===== src/rtl/convSeqPkg.sv =====
package convSeqPkg;

  typedef enum logic [2:0] {
    ST_IDLE,
    ST_WARM,
    ST_STOP,
    ST_LEAD,
    ST_PULSE,
    ST_TAIL,
    ST_SETTLE,
    ST_DONE
  } seqState_t;

  typedef enum logic [1:0] {
    LD_WARM,
    LD_LEAD,
    LD_PULSE,
    LD_TAIL
  } cntSel_t;

  typedef struct packed {
    logic    loadCnt;
    cntSel_t cntSel;
    logic    drrSet;
    logic    drrClr;
    logic    arstSet;
    logic    arstClr;
    logic    gateOff;
    logic    gateOn;
    logic    polHold;
  } seqStrobe_t;

endpackage


===== src/rtl/convSeqCtrl.sv =====
module convSeqCtrl
  import convSeqPkg::*;
(
  input  logic       clk,
  input  logic       rstN,
  input  logic       start,
  input  logic       modeSync,
  input  logic       cntZero,
  output seqStrobe_t stb,
  output logic       busy,
  output logic       done,
  output logic       syncLat
);

  seqState_t state;
  seqState_t nextState;
  logic      accept;

  assign accept = start && (state == ST_IDLE || state == ST_DONE);

  always_comb begin
    stb       = '0;
    nextState = state;
    stb.polHold = !(state == ST_IDLE || state == ST_DONE);
    unique case (state)
      ST_IDLE, ST_DONE: begin
        if (start) begin
          stb.loadCnt = 1'b1;
          if (modeSync) begin
            stb.cntSel = LD_WARM;
            nextState  = ST_WARM;
          end else begin
            stb.cntSel = LD_LEAD;
            stb.drrSet = 1'b1;
            nextState  = ST_LEAD;
          end
        end
      end
      ST_WARM: begin
        if (cntZero) begin
          stb.gateOff = 1'b1;
          nextState   = ST_STOP;
        end
      end
      ST_STOP: begin
        stb.drrSet  = 1'b1;
        stb.loadCnt = 1'b1;
        stb.cntSel  = LD_LEAD;
        nextState   = ST_LEAD;
      end
      ST_LEAD: begin
        if (cntZero) begin
          stb.arstSet = 1'b1;
          stb.loadCnt = 1'b1;
          stb.cntSel  = LD_PULSE;
          nextState   = ST_PULSE;
        end
      end
      ST_PULSE: begin
        if (cntZero) begin
          stb.arstClr = 1'b1;
          stb.loadCnt = 1'b1;
          stb.cntSel  = LD_TAIL;
          nextState   = ST_TAIL;
        end
      end
      ST_TAIL: begin
        if (cntZero) begin
          stb.drrClr = 1'b1;
          stb.gateOn = 1'b1;
          nextState  = ST_SETTLE;
        end
      end
      ST_SETTLE: nextState = ST_DONE;
      default:   nextState = ST_IDLE;
    endcase
  end

  always_ff @(posedge clk or negedge rstN) begin
    if (!rstN) begin
      state   <= ST_IDLE;
      busy    <= 1'b0;
      done    <= 1'b0;
      syncLat <= 1'b0;
    end else begin
      state <= nextState;
      if (accept) begin
        busy    <= 1'b1;
        done    <= 1'b0;
        syncLat <= modeSync;
      end else if (state == ST_SETTLE) begin
        busy <= 1'b0;
        done <= 1'b1;
      end
    end
  end

endmodule


===== src/rtl/convSeqDatapath.sv =====
module convSeqDatapath
  import convSeqPkg::*;
#(
  parameter int WARM_CYC  = 6,
  parameter int LEAD_CYC  = 2,
  parameter int ARST_CYC  = 3,
  parameter int TAIL_CYC  = 3
) (
  input  logic       clk,
  input  logic       rstN,
  input  seqStrobe_t stb,
  input  logic       polIn,
  output logic       cntZero,
  output logic       drrAct,
  output logic       demuxRst,
  output logic       serialRst,
  output logic       clkEn,
  output logic       drrOut
);

  localparam int MAX_AB  = (WARM_CYC > LEAD_CYC) ? WARM_CYC : LEAD_CYC;
  localparam int MAX_CD  = (ARST_CYC > TAIL_CYC) ? ARST_CYC : TAIL_CYC;
  localparam int MAX_LEN = (MAX_AB > MAX_CD) ? MAX_AB : MAX_CD;
  localparam int CNT_W   = (MAX_LEN > 1) ? $clog2(MAX_LEN) : 1;

  logic [CNT_W-1:0] cnt;
  logic [CNT_W-1:0] loadVal;
  logic             gateReq;
  logic             polReg;

  always_comb begin
    unique case (stb.cntSel)
      LD_WARM:  loadVal = CNT_W'(WARM_CYC - 1);
      LD_LEAD:  loadVal = CNT_W'(LEAD_CYC - 1);
      LD_PULSE: loadVal = CNT_W'(ARST_CYC - 1);
      default:  loadVal = CNT_W'(TAIL_CYC - 1);
    endcase
  end

  assign cntZero = (cnt == '0);

  always_ff @(posedge clk or negedge rstN) begin
    if (!rstN) begin
      cnt       <= '0;
      drrAct    <= 1'b0;
      serialRst <= 1'b0;
      demuxRst  <= 1'b0;
      gateReq   <= 1'b1;
      polReg    <= 1'b1;
    end else begin
      if (stb.loadCnt)     cnt <= loadVal;
      else if (!cntZero)   cnt <= cnt - 1'b1;

      if (stb.drrSet) begin
        drrAct    <= 1'b1;
        serialRst <= 1'b1;
      end else if (stb.drrClr) begin
        drrAct    <= 1'b0;
        serialRst <= 1'b0;
      end

      if (stb.arstSet)      demuxRst <= 1'b1;
      else if (stb.arstClr) demuxRst <= 1'b0;

      if (stb.gateOff)      gateReq <= 1'b0;
      else if (stb.gateOn)  gateReq <= 1'b1;

      if (!stb.polHold)     polReg <= polIn;
    end
  end

  // gate enable moves on the falling edge, while the gated clock sits low
  always_ff @(negedge clk or negedge rstN) begin
    if (!rstN) clkEn <= 1'b1;
    else       clkEn <= gateReq;
  end

  assign drrOut = polReg ? drrAct : ~drrAct;

endmodule


===== src/rtl/convResetSeq.sv =====
module convResetSeq
  import convSeqPkg::*;
#(
  parameter int WARM_CYC    = 6,
  parameter int LEAD_CYC    = 2,
  parameter int ARST_CYC    = 3,
  parameter int DRR_MIN_CYC = 8
) (
  input  logic clk,
  input  logic rstN,
  input  logic start,
  input  logic modeSync,
  input  logic drrActHigh,
  output logic drrOut,
  output logic demuxRst,
  output logic serialRst,
  output logic clkEn,
  output logic busy,
  output logic done
);

  localparam int TAIL_RAW = DRR_MIN_CYC - LEAD_CYC - ARST_CYC;
  localparam int TAIL_CYC = (TAIL_RAW >= 1) ? TAIL_RAW : 1;

  seqStrobe_t stb;
  logic       cntZero;
  logic       drrAct;
  logic       syncLat;

  convSeqCtrl uCtrl (
    .clk     (clk),
    .rstN    (rstN),
    .start   (start),
    .modeSync(modeSync),
    .cntZero (cntZero),
    .stb     (stb),
    .busy    (busy),
    .done    (done),
    .syncLat (syncLat)
  );

  convSeqDatapath #(
    .WARM_CYC(WARM_CYC),
    .LEAD_CYC(LEAD_CYC),
    .ARST_CYC(ARST_CYC),
    .TAIL_CYC(TAIL_CYC)
  ) uPath (
    .clk      (clk),
    .rstN     (rstN),
    .stb      (stb),
    .polIn    (drrActHigh),
    .cntZero  (cntZero),
    .drrAct   (drrAct),
    .demuxRst (demuxRst),
    .serialRst(serialRst),
    .clkEn    (clkEn),
    .drrOut   (drrOut)
  );

endmodule


===== config.mk =====
export PLATFORM = sky130hd
export DESIGN_NAME = convResetSeq
export DESIGN_NICKNAME = d
export VERILOG_FILES = /design/src/rtl/convSeqPkg.sv /design/src/rtl/convSeqCtrl.sv /design/src/rtl/convSeqDatapath.sv /design/src/rtl/convResetSeq.sv
export SDC_FILE = /design/constraint.sdc
export NUM_CORES = 1
export LEC_CHECK = 0
export BUFFER_PORTS_ARGS = -buffer_cell sky130_fd_sc_hd__buf_2
export CAP_MARGIN = 0
export CORE_UTILIZATION = 58
export CTS_CLUSTER_SIZE = 12
export DETAILED_ROUTE_END_ITERATION = 10
export PLACE_DENSITY = 0.81
export SLEW_MARGIN = 20
export SYNTH_ARGS = -nofsm -noshare
export SYNTH_HDL_FRONTEND = slang
export SYNTH_SLANG_ARGS = --single-unit

===== constraint.sdc =====
create_clock -name clk -period 5.75 [get_ports clk]
set_clock_uncertainty 0.2 [all_clocks]
set_input_delay 0.8625 -clock clk [delete_from_list [all_inputs] [get_ports clk]]
set_output_delay 0.8625 -clock clk [all_outputs]
set_load 0.01 [all_outputs]

==> results.sh, run 1 <==
export IMPL_synth_async_reset_ratio_pct=100.0
export IMPL_layout_drive_gt1_share_pct=17.89
export IMPL_cp_depth=1
export IMPL_netSwitchingPower_mw=0.2178
export IMPL_ant_nets=0
export IMPL_worst_hold_slack_ns=0.2399
export IMPL_cp_cell_sequence="buf_2"
export IMPL_clkTransAtPathRegs_ns=0.08
export IMPL_yosysSeqAreaShare_pct=42.49
export IMPL_drt_initial_drc_count=22
export IMPL_initial_core_util_pct=66.13
export IMPL_ir_drop_v=0.0003394
export IMPL_final_cells=109
export IMPL_grt_max_degree=23
export IMPL_p_leak_nw=0.3858
export IMPL_setup_viol_count_final=0
export IMPL_critPathLaunchType="flop"
export IMPL_slew_violations=0
export IMPL_switching_share_pct=43.46
export IMPL_post_route_drc_count=0
export IMPL_synth_top_cells_by_count="dfrtp_1, o21ai_0, a21oi_1, nand2_1"
export IMPL_seqPwrFrac_pct=40.7
export IMPL_grt_total_usage_pct=28.61
export IMPL_tightest_slew_ns=0.5754
export IMPL_post_cts_buffers=0
export IMPL_grt_pass1_vias=614
export IMPL_finalSetupTns_ns=0
export IMPL_worst_path_dominant_cell_family="flip-flops"
export IMPL_antenna_found_initial=0
export IMPL_cts_buffers=3
export IMPL_synth_distinct_cells=31
export IMPL_syn_area_per_cell_um2=9.006
export IMPL_h_tree_depth=1
export IMPL_cts_sinks=13
export IMPL_powerDensity_nw_per_um2=594.2
export IMPL_io_buffers=10
export IMPL_drt_pass1_iter_count=6
export IMPL_crit_fanout=1
export IMPL_crit_buf_inv=1
export IMPL_syn_instance_count=86
export IMPL_overflow=0
export IMPL_synth_top_area_share_pct=32.31
export IMPL_synth_warnings=0
export IMPL_vias=674
export IMPL_slowest_delay_ns=0.50
export IMPL_core_area_um2=1171
export IMPL_io_pins=11
export IMPL_die_area_um2=1485
export IMPL_clk_latency_ns=0.29
export IMPL_tritoncts="yes"
export IMPL_synth_largest_area_cell="dfrtp_1"
export IMPL_vias_per_cell=6.183
export IMPL_relSlewSlack_pct=61.64
export IMPL_synth_ff_type="dfrtp_1"
export IMPL_worst_r2r_setup_slack_ns=2.15
export IMPL_synth_area_leaders="dfrtp_1, dfstp_2, o21ai_0"
export IMPL_comb_power_share_pct=47.4
export IMPL_crit_path_end_kind="output pin"
export IMPL_place_congestion=0.7508
export IMPL_fin_util_pct=72.01
export IMPL_syn_nets=93
export IMPL_postCtsHoldBufs=0
export IMPL_max_cap_violations=0
export IMPL_clock_root_buffer="clkbuf_4"
export IMPL_wl_um=1683
export IMPL_cts_max_path_buffers=2
export IMPL_rr_worst_depth=0
export IMPL_syn_area_um2=774.5
export IMPL_hold_viol=0
export IMPL_wl_per_cell_um=15.44
export IMPL_p_clk_share_pct=11.9
export IMPL_hp_class="input port to asynchronous set/reset pin"
export IMPL_antenna_cells=0
export IMPL_fp_row_count=12
export IMPL_syn_to_final_growth_pct=8.885
export IMPL_chipWidth_um=38.54
export IMPL_yosysMostFrequentCell="dfrtp_1"
export IMPL_p_int_mw=0.2833
export IMPL_grt_setup_unrepaired="no"
export IMPL_hpwl_um=1191
export IMPL_required_ns=4.69
export IMPL_path_class="flop to output pin"
export IMPL_dp_cells=105
export IMPL_worstPathArrival_ns=3.82
export IMPL_synth_seq_cells=13
export IMPL_cts_resized_gates=0
export IMPL_grt_pass1_wl_um=2697
export IMPL_fin_nets=103
export IMPL_die_h_um=38.54
export IMPL_synth_edf_count=0
export IMPL_slowest_stage="dfstp_2"
export IMPL_status="complete, no violations"
## power groups by stage
stage,logic (mW),registers [mW],clock network [mW]
3_5_place_dp,0.235,0.204,0.00218
2_1_floorplan,0.204,0.176,0.00218
4_1_cts,0.237,0.202,0.0593
5_1_grt,0.263,0.212,0.0649
6_report,0.237,0.204,0.0597
3_3_place_gp,0.224,0.201,0.00218
## worst paths after layout
kind,startpoint,endpoint
setup reg to reg,uPath.gateReq,uPath.clkEn
hold reg to reg,uPath.gateReq,uPath.gateReq
setup / recovery,uPath.clkEn,clkEn
min in group clk,uPath.gateReq,uPath.gateReq
max in group asynchronous,rstN,uPath.clkEn
hold / removal,rstN,uPath.demuxRst
## cells in the final DEF (no fill, tap or decap), types with 6 or more instances in the layout
master,instances
nand2_1,7
dfrtp_1,10
buf_2,10
o21ai_0,8
nor2_1,6
a21oi_1,7
inv_1,6
## sequential cells by signal (all words and copies together), names as in the netlist
signal	flops
uCtrl.busy	1
uPath.polReg	1
uPath.gateReq	1
uCtrl.done	1
uPath.demuxRst	1
uPath.clkEn	1
uPath.drrAct	1
uCtrl.state	3
uPath.cnt	3
## area by class of cell
| type | instances | area (um^2) |
|---|---|---|
| Multi-Input combinational cell | 62 | 397.9 |
| Sequential cell | 13 | 329.1 |
| Fill cell | 84 | 327.8 |
| Timing Repair Buffer | 10 | 50.05 |
| Clock buffer | 4 | 26.28 |
| Inverter | 5 | 18.77 |
| Tap cell | 14 | 17.52 |
| Clock inverter | 1 | 3.754 |
## cells by family after synthesis
family	share of synthesized area [%]
compound gates	25.85
xor+xnor	1.131
fa+ha+maj	3.231
buf+inv	6.138
flops	42.49
mux	2.585
simple gates	18.58
## layer usage
metal	routed length [um]	vias to the layer above	global-route usage, %
li1	-	330	-
met1	719	315	33.33
met2	827	25	44.17
met3	101	4	11.05
met4	35	0	16.38
met5	0	-	0
## per-stage QoR
stage	cell area (um^2)	power, mW	setup WS (ns)
floorplan	774.5	0.3817	1.293
global placement	817.0	0.4273	1.210
detailed placement	817.0	0.4408	1.209
CTS	843.3	0.4982	0.8634
global route	843.3	0.5395	0.8396
finish	843.3	0.5011	0.8719
Power figures use the tool's default switching activity.
==> run 2: changes to the inputs <==
--- a/config.mk
+++ b/config.mk
@@ -5,12 +5,13 @@
 export SDC_FILE = /design/constraint.sdc
 export NUM_CORES = 1
 export LEC_CHECK = 0
+export ABC_AREA = 1
 export BUFFER_PORTS_ARGS = -buffer_cell sky130_fd_sc_hd__buf_2
 export CAP_MARGIN = 0
-export CORE_UTILIZATION = 58
+export CORE_UTILIZATION = 53
 export CTS_CLUSTER_SIZE = 12
 export DETAILED_ROUTE_END_ITERATION = 10
-export PLACE_DENSITY = 0.81
+export PLACE_DENSITY = 0.75
 export SLEW_MARGIN = 20
 export SYNTH_ARGS = -nofsm -noshare
 export SYNTH_HDL_FRONTEND = slang
==> constraint.sdc (replaced) <==
create_clock -name clk -period 4.5 [get_ports clk]
set_clock_uncertainty 0.2 [all_clocks]
set_input_delay 0.675 -clock clk [delete_from_list [all_inputs] [get_ports clk]]
set_output_delay 0.675 -clock clk [all_outputs]
set_load 0.01 [all_outputs]
==> run 2 against run 1 <==
Against the previous run: design area decreased by 2.8%; clock power increased by 24%; die area increased by 3.7%; global-route usage decreased by 7.4 points; combinational power increased by 44%; synthesized cell count decreased by 1.2%; highest routed layer unchanged.
==> results.sh, run 2 <==
export IMPL_status="complete, no violations"
export IMPL_hold_viol=0
export IMPL_io_pins=11
export IMPL_cp_depth=1
export IMPL_synth_largest_area_cell="dfrtp_1"
export IMPL_yosysSeqAreaShare_pct=44.73
export IMPL_antenna_cells=0
export IMPL_finalSetupTns_ns=0
export IMPL_overflow=0
export IMPL_yosysMostFrequentCell="nand2_1"
export IMPL_wl_per_cell_um=11.35
export IMPL_post_cts_buffers=0
export IMPL_worst_hold_slack_ns=0.06981
export IMPL_ir_drop_v=0.0004253
export IMPL_die_area_um2=1541
export IMPL_synth_edf_count=0
export IMPL_rr_worst_depth=0
export IMPL_clk_latency_ns=0.27
export IMPL_hpwl_um=992.4
export IMPL_mostFrequentLayoutCells="nand2_1, inv_1, buf_2, dfrtp_1, o21ai_0"
export IMPL_required_ns=3.62
export IMPL_syn_to_final_growth_pct=11.39
export IMPL_grt_total_usage_pct=21.20
export IMPL_vias=590
export IMPL_slew_violations=0
export IMPL_ant_nets=0
export IMPL_post_route_drc_count=0
export IMPL_synth_top_area_share_pct=34.01
export IMPL_crit_buf_inv=1
export IMPL_cts_max_path_buffers=2
export IMPL_crit_path_end_kind="output pin"
export IMPL_clock_root_buffer="clkbuf_4"
export IMPL_cts_buffers=3
export IMPL_totalPowerFinal_mw=0.6548
export IMPL_postCtsHoldBufs=0
export IMPL_worstReg2RegStart="uPath.gateReq"
export IMPL_layout_commonest_cell="nand2_1"
export IMPL_fin_nets=106
export IMPL_synth_async_reset_ratio_pct=100.0
export IMPL_largestRegisters="uCtrl.state (3), uPath.cnt (3)"
export IMPL_rr_endpoint="uPath.clkEn"
export IMPL_initial_core_util_pct=56.54
export IMPL_synth_distinct_cells=25
export IMPL_core_area_um2=1301
export IMPL_wl_um=1282
export IMPL_grt_pass1_wl_um=2097
export IMPL_die_h_um=39.26
export IMPL_place_congestion=0.8366
export IMPL_synth_warnings=0
export IMPL_hp_class="input port to asynchronous set/reset pin"
export IMPL_layout_drive_gt1_share_pct=29.59
export IMPL_syn_area_per_cell_um2=8.655
export IMPL_synth_top_cells_by_count="nand2_1, dfrtp_1, inv_1, o21ai_0"
export IMPL_drt_initial_drc_count=12
export IMPL_grt_pass1_vias=508
export IMPL_syn_nets=92
export IMPL_clkTransAtPathRegs_ns=0.08
export IMPL_path_class="flop to output pin"
export IMPL_fp_row_count=13
export IMPL_drt_pass1_iter_count=5
export IMPL_h_tree_depth=1
export IMPL_slowest_delay_ns=0.51
export IMPL_p_leak_nw=0.4302
export IMPL_io_buffers=10
export IMPL_max_cap_violations=0
export IMPL_cp_cell_sequence="buf_2"
export IMPL_vias_per_cell=5.221
export IMPL_powerDensity_nw_per_um2=799.0
export IMPL_relSlewSlack_pct=78.06
export IMPL_setup_viol_count_final=0
export IMPL_worst_r2r_setup_slack_ns=1.50
export IMPL_synth_area_leaders="dfrtp_1, nand2_1, dfstp_2"
export IMPL_syn_instance_count=85
export IMPL_grt_max_degree=14
export IMPL_cts_sinks=13
export IMPL_synth_seq_cells=13
export IMPL_critPathLaunchType="flop"
export IMPL_cts_resized_gates=0
export IMPL_slowest_stage="dfstp_2"
export IMPL_grt_setup_unrepaired="no"
export IMPL_worstPathArrival_ns=3.21
export IMPL_tritoncts="yes"
export IMPL_chipWidth_um=39.26
export IMPL_tightest_slew_ns=0.3291
export IMPL_syn_area_um2=735.7
export IMPL_antenna_found_initial=0
export IMPL_synth_ff_type="dfrtp_1"
export IMPL_worst_path_dominant_cell_family="flip-flops"
export IMPL_crit_fanout=1
## run 2: cell types whose count changed in the layout (fill, tap and decap cells not counted), sizes merged, moves of 2 or more
cell    delta
nand3      +3
a211o      -2
nand4      +4
a211oi     -3
a22o       -2
inv        +6
nand2     +21
nand3b     -3
mux2i      -2
a21oi      -5
a221o      -2
## run 2: per-stage QoR
step / cell area [um^2] / std cells / setup slack, ns / util, %
2_1_floorplan: 735.7 / 85 / 0.8554 / -
3_3_place_gp: 793.3 / 109 / 0.7720 / 60.96
3_5_place_dp: 793.3 / 109 / 0.7539 / 60.96
4_1_cts: 819.5 / 113 / 0.4123 / 62.98
5_1_grt: 819.5 / 113 / 0.3813 / 62.98
6_report: 819.5 / 113 / 0.4199 / 62.98
## run 2: cell families after synthesis
logic type / after synthesis / synth area share, %
compound gates: 11 / 9.864
xor+xnor: 2 / 2.381
fa+ha+maj: 2 / 3.401
buf+inv: 13 / 7.654
flops: 13 / 44.73
mux: 1 / 2.040
simple gates: 43 / 29.93
## run 2: cell type report
| class | count | area (um^2) |
|---|---|---|
| clock inverters | 1 | 3.754 |
| fillers | 127 | 481.7 |
| clock buffers | 4 | 26.28 |
| inverters | 11 | 41.29 |
| well taps | 15 | 18.77 |
| repair buffers | 10 | 50.05 |
| flip-flops and latches | 13 | 329.1 |
| multi-input cells | 59 | 350.3 |
## run 2: worst max path at each step
stage | from | endpoint | slack, ns
2_1_floorplan | uPath.clkEn | clkEn | 0.86
3_3_place_gp | uPath.clkEn | clkEn | 0.77
3_5_place_dp | uPath.clkEn | clkEn | 0.75
4_1_cts | uPath.clkEn | clkEn | 0.41
5_1_grt | uPath.clkEn | clkEn | 0.38
6_report | uPath.clkEn | clkEn | 0.42
## run 2: per-layer routing
| metal | GRT usage (%) | vias up | part of all wire, % |
|---|---|---|---|
| met2 | 32.92 | 14 | 48 |
| met4 | 12.93 | 0 | 1.6 |
| met3 | 3.409 | 3 | 3.0 |
| met1 | 27.34 | 272 | 47 |
| li1 | - | 301 | - |
| met5 | 0 | - | 0 |
## run 2: where the power goes
group	internal (mW)	switching [mW]
clock	0.0355	0.0383
sequential	0.181	0.0575
combinational	0.138	0.204
total	0.355	0.300
==> run 3: changes to the inputs <==
--- a/config.mk
+++ b/config.mk
@@ -8,10 +8,10 @@
 export ABC_AREA = 1
 export BUFFER_PORTS_ARGS = -buffer_cell sky130_fd_sc_hd__buf_2
 export CAP_MARGIN = 0
-export CORE_UTILIZATION = 53
+export CORE_ASPECT_RATIO = 1.2
+export CORE_UTILIZATION = 35
 export CTS_CLUSTER_SIZE = 12
 export DETAILED_ROUTE_END_ITERATION = 10
-export PLACE_DENSITY = 0.75
 export SLEW_MARGIN = 20
 export SYNTH_ARGS = -nofsm -noshare
 export SYNTH_HDL_FRONTEND = slang
==> run 3 against run 2 <==
Against the previous run: sequential power is 2% lower; wire length is 1.0% higher; clock-buffer cell count stayed put; largest cell class unchanged; global-route usage is 7.2 points lower; largest power group unchanged; sequential share of layout area is 0.24 points lower; cell count is 3.5% higher; critical endpoint unchanged; sequential cell count stayed put; critical path type unchanged.
==> results.sh, run 3 (same netlist as run 2, synthesis figures left out) <==
export IMPL_status="complete, no violations"
export IMPL_die_h_um=52.23
export IMPL_required_ns=3.62
export IMPL_clock_root_buffer="clkbuf_4"
export IMPL_multi_input_area_um2=350.3
export IMPL_grt_total_usage_pct=14.04
export IMPL_layout_commonest_cell="nand2_1"
export IMPL_regArea_um2=329.1
export IMPL_vias_per_cell=5.043
export IMPL_ir_drop_v=0.0004137
export IMPL_antenna_cells=0
export IMPL_rr_endpoint="uPath.clkEn"
export IMPL_tritoncts="yes"
export IMPL_wl_um=1295
export IMPL_overflow=0
export IMPL_dp_cells=113
export IMPL_hpwl_um=999.7
export IMPL_antenna_found_initial=0
export IMPL_slew_violations=0
export IMPL_critPathLaunchType="flop"
export IMPL_layout_drive_gt1_share_pct=29.59
export IMPL_h_tree_depth=1
export IMPL_hp_class="input port to asynchronous set/reset pin"
export IMPL_nFillCells=202
export IMPL_fp_row_count=17
export IMPL_crit_path_end_kind="output pin"
export IMPL_ant_nets=0
export IMPL_worstPathArrival_ns=3.21
export IMPL_io_pins=11
export IMPL_initial_core_util_pct=38.43
export IMPL_fin_ws_ns=0.4199
export IMPL_grt_setup_unrepaired="no"
export IMPL_finalSetupTns_ns=0
export IMPL_max_cap_violations=0
export IMPL_syn_to_final_growth_pct=12.07
export IMPL_vias=590
export IMPL_slowest_delay_ns=0.50
export IMPL_clkTransAtPathRegs_ns=0.08
export IMPL_fin_nets=106
export IMPL_crit_fanout=1
export IMPL_cts_sinks=13
export IMPL_wl_per_cell_um=11.07
export IMPL_drt_initial_drc_count=16
export IMPL_slowest_stage="dfstp_2"
export IMPL_hold_viol=0
export IMPL_tightest_slew_ns=0.3292
export IMPL_core_area_um2=1914
export IMPL_path_class="flop to output pin"
export IMPL_cp_cell_sequence="buf_2"
export IMPL_rr_worst_depth=0
export IMPL_worst_r2r_setup_slack_ns=1.53
export IMPL_clk_latency_ns=0.27
export IMPL_place_ws_ns=0.7690
export IMPL_post_cts_buffers=0
export IMPL_die_area_um2=2290
export IMPL_final_cells=117
export IMPL_cts_max_path_buffers=2
export IMPL_powerDensity_nw_per_um2=799.3
export IMPL_p_leak_nw=0.4302
export IMPL_postCtsHoldBufs=0
export IMPL_cts_resized_gates=0
export IMPL_chipWidth_um=43.86
export IMPL_io_buffers=10
export IMPL_relSlewSlack_pct=78.05
export IMPL_crit_buf_inv=1
export IMPL_mostFrequentLayoutCells="nand2_1, inv_1, buf_2, dfrtp_1, o21ai_0"
export IMPL_largestRegisters="uCtrl.state (3), uPath.cnt (3)"
export IMPL_worst_path_dominant_cell_family="flip-flops"
export IMPL_post_route_drc_count=0
export IMPL_cts_buffers=3
export IMPL_grt_pass1_wl_um=2290
export IMPL_grt_max_degree=14
export IMPL_worstReg2RegStart="uPath.gateReq"
export IMPL_place_congestion=0.7920
export IMPL_totalPowerFinal_mw=0.6591
export IMPL_fin_util_pct=43.07
export IMPL_drt_pass1_iter_count=4
export IMPL_setup_viol_count_final=0
export IMPL_grt_pass1_vias=558
run 3: routing by layer:
metal	vias up	global-route usage (%)	share of wire, %
li1	302	-	-
met1	269	15.73	46
met2	15	24.38	47
met3	4	3.103	4.2
met4	0	7.576	2.1
met5	-	0	0
run 3: stage by stage:
step	instance area [um^2]	hold slack, ns
after global routing	824.5	0.05903
after CTS	824.5	0.07415
final	824.5	0.06694
after detailed placement	798.3	0.2627
after floorplan	735.7	0.1794
after global placement	798.3	0.2504
run 3: where the power goes:
| group | total, mW | leakage [nW] | switching, mW | internal, mW |
|---|---|---|---|---|
| logic | 0.347 | 0.261 | 0.209 | 0.138 |
| registers | 0.235 | 0.149 | 0.0540 | 0.181 |
| clock network | 0.0770 | 0.0203 | 0.0415 | 0.0355 |
run 3: worst max path at each step:
stage	start	to	slack (ns)	cells past startpoint
2_1_floorplan	uPath.clkEn	clkEn	0.86	0
3_3_place_gp	uPath.clkEn	clkEn	0.77	1
3_5_place_dp	uPath.clkEn	clkEn	0.77	1
4_1_cts	uPath.clkEn	clkEn	0.42	1
5_1_grt	uPath.clkEn	clkEn	0.37	1
6_report	uPath.clkEn	clkEn	0.42	1
run 3: final cells by class:
| cell class | instances | area share [%] |
|---|---|---|
| multi-input cells | 59 | 42.49 |
| flip-flops and latches | 13 | 39.91 |
| repair buffers | 10 | 6.070 |
| inverters | 11 | 5.008 |
| clock buffers | 4 | 3.187 |
| well taps | 19 | 2.883 |
| clock inverters | 1 | 0.4552 |
